**src/rtl/roi_pkg.sv**
```systemverilog
package roi_pkg;
  function automatic int unsigned clog2_min1(input int unsigned v);
    return (v < 2) ? 1 : $clog2(v);
  endfunction
endpackage

```
**src/rtl/roi_extent.sv**
```systemverilog
// Kept pixel count along one axis: clip at sensor edge, decimate, cap.
module roi_extent #(
  parameter int DIM     = 1280,
  parameter int AW      = 11,
  parameter int OUT_DIM = 128,
  parameter int CW      = 8
) (
  input  logic [AW-1:0] org_i,
  input  logic [AW-1:0] len_i,
  input  logic          half_i,
  output logic [CW-1:0] cnt_o
);
  localparam logic [AW:0] DimV = (AW+1)'(DIM);
  localparam logic [AW:0] CapV = (AW+1)'(OUT_DIM);

  logic [AW:0] org_w, len_w, rem, ext, kept;

  always_comb begin
    org_w = {1'b0, org_i};
    len_w = {1'b0, len_i};
    rem   = '0;
    ext   = '0;
    if (org_w < DimV) begin
      rem = DimV - org_w;
      ext = (len_w < rem) ? len_w : rem;
    end
    kept  = half_i ? ((ext + 1'b1) >> 1) : ext;
    cnt_o = (kept > CapV) ? CW'(CapV) : CW'(kept);
  end
endmodule

```
**src/rtl/roi_step_cnt.sv**
```systemverilog
// Index counter that wraps after the latched count.
module roi_step_cnt #(
  parameter int CW = 8
) (
  input  logic          clk_i,
  input  logic          rst_ni,
  input  logic          load_i,
  input  logic          adv_i,
  input  logic [CW-1:0] cnt_i,
  output logic [CW-1:0] idx_o,
  output logic          last_o
);
  assign last_o = (idx_o == cnt_i - 1'b1);

  always_ff @(posedge clk_i or negedge rst_ni) begin
    if (!rst_ni)     idx_o <= '0;
    else if (load_i) idx_o <= '0;
    else if (adv_i)  idx_o <= last_o ? '0 : idx_o + 1'b1;
  end
endmodule

```
**src/rtl/roi_scan_ctrl.sv**
```systemverilog
module roi_scan_ctrl
  import roi_pkg::*;
#(
  parameter int SENSOR_W = 1280,
  parameter int SENSOR_H = 1024,
  parameter int OUT_DIM  = 128,
  parameter int COL_W    = clog2_min1(SENSOR_W),
  parameter int ROW_W    = clog2_min1(SENSOR_H)
) (
  input  logic             clk_i,
  input  logic             rst_ni,
  input  logic             start_i,
  input  logic [COL_W-1:0] org_col_i,
  input  logic [ROW_W-1:0] org_row_i,
  input  logic [COL_W-1:0] win_w_i,
  input  logic [ROW_W-1:0] win_h_i,
  input  logic             half_scale_i,
  output logic             busy_o,
  output logic             pix_valid_o,
  output logic [ROW_W-1:0] pix_row_o,
  output logic [COL_W-1:0] pix_col_o,
  output logic             sof_o,
  output logic             eof_o
);
  localparam int CW = $clog2(OUT_DIM + 1);

  logic [CW-1:0]    ncol_d, nrow_d, ncol_q, nrow_q;
  logic [CW-1:0]    col_idx, row_idx;
  logic             col_last, row_last;
  logic [COL_W-1:0] org_col_q;
  logic [ROW_W-1:0] org_row_q;
  logic             half_q, busy_q, accept, done;

  roi_extent #(.DIM(SENSOR_W), .AW(COL_W), .OUT_DIM(OUT_DIM), .CW(CW)) u_col_ext (
    .org_i(org_col_i), .len_i(win_w_i), .half_i(half_scale_i), .cnt_o(ncol_d)
  );
  roi_extent #(.DIM(SENSOR_H), .AW(ROW_W), .OUT_DIM(OUT_DIM), .CW(CW)) u_row_ext (
    .org_i(org_row_i), .len_i(win_h_i), .half_i(half_scale_i), .cnt_o(nrow_d)
  );

  assign accept = start_i && !busy_q && (ncol_d != '0) && (nrow_d != '0);
  assign done   = busy_q && col_last && row_last;

  always_ff @(posedge clk_i or negedge rst_ni) begin
    if (!rst_ni) begin
      busy_q    <= 1'b0;
      half_q    <= 1'b0;
      org_col_q <= '0;
      org_row_q <= '0;
      ncol_q    <= '0;
      nrow_q    <= '0;
    end else if (accept) begin
      busy_q    <= 1'b1;
      half_q    <= half_scale_i;
      org_col_q <= org_col_i;
      org_row_q <= org_row_i;
      ncol_q    <= ncol_d;
      nrow_q    <= nrow_d;
    end else if (done) begin
      busy_q    <= 1'b0;
    end
  end

  roi_step_cnt #(.CW(CW)) u_col_cnt (
    .clk_i(clk_i), .rst_ni(rst_ni), .load_i(accept), .adv_i(busy_q),
    .cnt_i(ncol_q), .idx_o(col_idx), .last_o(col_last)
  );
  roi_step_cnt #(.CW(CW)) u_row_cnt (
    .clk_i(clk_i), .rst_ni(rst_ni), .load_i(accept), .adv_i(busy_q && col_last),
    .cnt_i(nrow_q), .idx_o(row_idx), .last_o(row_last)
  );

  logic [COL_W-1:0] col_off;
  logic [ROW_W-1:0] row_off;
  always_comb begin
    col_off = half_q ? COL_W'({col_idx, 1'b0}) : COL_W'(col_idx);
    row_off = half_q ? ROW_W'({row_idx, 1'b0}) : ROW_W'(row_idx);
  end

  assign busy_o      = busy_q;
  assign pix_valid_o = busy_q;
  assign pix_col_o   = org_col_q + col_off;
  assign pix_row_o   = org_row_q + row_off;
  assign sof_o       = busy_q && (col_idx == '0) && (row_idx == '0);
  assign eof_o       = done;
endmodule

```
**config.mk**
```make
export PLATFORM = sky130hd
export DESIGN_NAME = roi_scan_ctrl
export DESIGN_NICKNAME = d
export VERILOG_FILES = /design/src/rtl/roi_pkg.sv /design/src/rtl/roi_extent.sv /design/src/rtl/roi_step_cnt.sv /design/src/rtl/roi_scan_ctrl.sv
export SDC_FILE = /design/constraint.sdc
export NUM_CORES = 1
export LEC_CHECK = 0
export BUFFER_PORTS_ARGS = -buffer_cell sky130_fd_sc_hd__buf_2
export CORE_UTILIZATION = 60
export DETAILED_ROUTE_END_ITERATION = 16
export PLACE_DENSITY = 0.79
export REMOVE_ABC_BUFFERS = 1
export SYNTH_ARGS = -nofsm -noshare
export SYNTH_HDL_FRONTEND = slang
export SYNTH_SLANG_ARGS = --single-unit
```
**constraint.sdc**
```tcl
create_clock -name clk_i -period 4.8 [get_ports clk_i]
set_clock_uncertainty 0.1 [all_clocks]
set_input_delay 1.44 -clock clk_i [delete_from_list [all_inputs] [get_ports clk_i]]
set_output_delay 1.44 -clock clk_i [all_outputs]
set_load 0.05 [all_outputs]
```
==> impl_results.md <==
* Clk slew on worst S/H paths at 110 ps
* Via count at 6901
* Global-route wire length before repair at 28700 um
* Post-DP HPWL at 13500 um
* Avg Vias per Cell at 6.47
* Hold_sp: ncol_q[7]$_DFFE_PN0P_
* Iteration-0 DRC Markers at 521
* Reg2reg end: u_row_cnt.idx_o[7]$_DFFE_PN0P_
* Hold_buf cts at 0
* Netlist Area Pre-Place at 0.00597 mm^2
* Drt total wl at 22000 um
* Share of cells above drive strength 1 at 0.391
* Starting density of the core at 0.616
* Synth Instances at 721
* Cell variety after synth at 78
* Antenna-violating nets left at 0
* Synth top area cells: dfrtp_1 (23%), ha_1 (9.9%), xnor2_1 (5.1%)
* Tcrit/Tclk final at 1.21
* Fill count at 525
* FMAX at 0.172 GHz
* Tmin final at 5820 ps
* Slew margin rel. at 0.325
* Hold Violations, Final at 0
* Synth-to-Final Area Change at 38.8%
* CP top delay family: simple AND/OR/NAND/NOR gates
* Top cell type's share of synthesized area at 0.231
* Power Dens Cells at 427 mW/mm^2
* Setup WS post-layout at -1020 ps
* Unrepaired setup endpoints after global routing: yes
* Yosys reg bits at 55
* Largest net degree at the start of global routing at 45
* Final #Nets at 1028
* Worst EP arrival at 5930 ps
* R2R setup slack at 1550 ps
* Clock sinks at 55
* Violated checks: setup timing
* Post-synthesis area per instance at 8.28 um^2
* Max IR drop VDD at 684 uV
* GRT Overall Usage at 0.346
* Hold-critical path endpoint: ncol_q[7]$_DFFE_PN0P_
* CTS HTree Levels at 2
* Std-Cell Rows at 36
* I/O pins at 71
* Diodes inserted at 0
* Worst-path fanout max at 5
* Finished Layout Cells at 1067
* Critical path's slowest cell: or4_4
* IO Port Bufs at 70
* Avg WL per Cell at 20.6 um
* CTS buffer count at 5
* Yosys warning count at 0
* CORE AREA at 0.00968 mm^2
* Max-cap violation count at 0
* Number of flops mapped to enable cells by yosys at 0
* Die Area at 0.0103 mm^2
* Number of iterations in the first detailed-routing pass at 5
* Reg-to-reg startpoint: ncol_q[0]$_DFFE_PN0P_
* Top_reg_cell synth: dfrtp_1
* Sequential fraction of the synthesis area at 0.231
* Placed Instances at 1035
* Die width at 102 um
* CTS tree: yes
* Gpl congestion at 0.926
* Initial antenna violation count at 0
* Status: finished with violations
* CP Capture Type: flip-flop
* Setup Viol. Count Final at 63
* Grt total ovfl at 0
* CTS max path bufs at 2
* Delay of the slowest critical-path stage at 570 ps
* Hold Path Stages at 1
* Leak at 3.94 nW
* Final hold slack at 426 ps
* Worst-margin pin slew at 1010 ps
* Leading area contributor after synthesis: dfrtp_1
* Startpoint types: input port
* Final Max Slew Viols at 0
* Hold crit path type: flip-flop to flip-flop
* Clock Tree Root: clkbuf_8
* Worst-Skew Late Latency at 330 ps
* Crit path kind: input port to flip-flop
* Vias in the first global route at 6080
* R2R cell count at 13
* Fraction of registers with async set/reset at 1.00
* Post-route DRC violation count at 0
* Critical path cell sequence: buf_6, or4_4, buf_4, o21ai_1, ha_1, a21oi_1, nor2_1, nor3_1, buf_4, a21oi_1, a21oi_2, nor2_2, ha_2, or3_1, a211oi_2, o21ai_2, o311ai_4, or2_4, clkbuf_16, mux2_4
* CP bufs+invs at 4
* Worst EP required at 4910 ps
* Die H at 102 um
## kinds of logic after synthesis
logic type,share of synthesized area
buffers and inverters,0.0635
muxes,0.0887
AOI/OAI and AO/OA,0.219
DFF,0.231
adders and majority gates,0.105
and+or+nand+nor,0.199
xor gates and xnor gates,0.0939
## cell type report
class / count / area (um^2) / share of cell area
Multi-Input combinational cell: 581 / 4690 / 0.566
Timing Repair Buffer: 244 / 1790 / 0.217
Sequential cell: 55 / 1380 / 0.166
Inverter: 46 / 173 / 0.0208
Tap cell: 133 / 166 / 0.0201
Clock buffer: 6 / 72.6 / 0.00876
Clock inverter: 2 / 12.5 / 0.00151
## worst max-delay path by stage
stage | cells after the start | end | slack [ps] | startpoint
global route | 20 | org_col_q[5]$_DFFE_PN0P_ | -1300 | org_col_i[3]
floorplan | 19 | org_row_q[2]$_DFFE_PN0P_ | -2350 | org_col_i[3]
detailed placement | 19 | org_col_q[4]$_DFFE_PN0P_ | -1470 | org_col_i[3]
global placement | 24 | org_col_q[5]$_DFFE_PN0P_ | -1390 | org_row_i[0]
finish | 20 | org_col_q[5]$_DFFE_PN0P_ | -1020 | org_col_i[3]
CTS | 18 | org_row_q[5]$_DFFE_PN0P_ | -790 | org_col_i[3]
## state kept, by name (all words and copies together) (netlist names)
signal           flops
half_q               1
nrow_q               8
u_col_cnt.idx_o      8
org_col_q           11
org_row_q           10
u_row_cnt.idx_o      8
ncol_q               8
busy_o               1
## cell usage after synthesis (4+ instances only)
master	number
mux2_2	20
nor2b_1	6
o31ai_1	16
a31oi_1	5
a211oi_1	9
xnor2_1	35
nand3_1	18
mux2i_1	11
or3_1	7
nand3b_1	8
mux2_4	9
or4_1	4
o21a_1	5
nor3b_1	4
inv_1	45
o21ai_0	61
a21oi_1	49
nor4b_1	4
nor3_1	29
clkbuf_1	25
buf_6	4
o211ai_1	5
o21bai_1	6
nand4_1	11
nand2_1	55
a21o_1	11
dfrtp_1	55
and3_1	9
nor4_1	7
nor2_1	38
mux2_1	4
and2_1	5
ha_1	47
xor2_1	29
buf_2	6
## cells in the final DEF, fill, tap and decap left out, types with 26 or more instances in the layout
cell type and count:
ha_1 43, xnor2_1 34, dfrtp_1 55, buf_4 161, o21ai_0 38, inv_1 44
buf_2 66, nand2_1 50, a21oi_1 46, xor2_1 26, nor2_1 32
## timing repair
action,4_1_cts,5_1_grt
buffers inserted,10,11
gates resized for setup,59,81
pin swaps,14,32
cloned,1,2
endpoints found under the setup margin,60,63
## power by group
part,switching (mW),internal [mW]
logic,1.52,0.912
registers,0.222,0.612
clock network,0.165,0.103
total,1.91,1.63
## stage by stage
stage | instance area, um^2 | TNS [ps] | worst slack, ps | util | total power [mW]
floorplan | 5760 | -110540 | -2350 | - | 2.34
global placement | 7420 | -69620 | -1390 | 0.766 | 2.86
detailed placement | 7420 | -74290 | -1470 | 0.766 | 2.94
CTS | 7820 | -39000 | -794 | 0.807 | 3.26
global route | 8280 | -69340 | -1300 | 0.855 | 3.69
finish | 8280 | -52010 | -1020 | 0.855 | 3.54
## worst reg2reg max path, stage by stage, from the launching register on
cell and delay, ps:
dfrtp_1 510, inv_1 90, ha_1 320, nand2b_1 210, nand3_1 100, o21ai_0 110
a21oi_1 170, nand4_1 240, nor2_1 160, buf_4 190, and3_1 210, nand4_1 170
or3_1 380, a211oi_1 220
## routing by layer
| metal | up-vias | part of all wire | GRT usage |
|---|---|---|---|
| li1 | 3027 | - | - |
| met1 | 3324 | 0.38 | 0.456 |
| met2 | 419 | 0.49 | 0.609 |
| met3 | 131 | 0.078 | 0.0338 |
| met4 | 0 | 0.053 | 0.0814 |
| met5 | - | 0 | 0 |
Power figures use the tool's default switching activity.
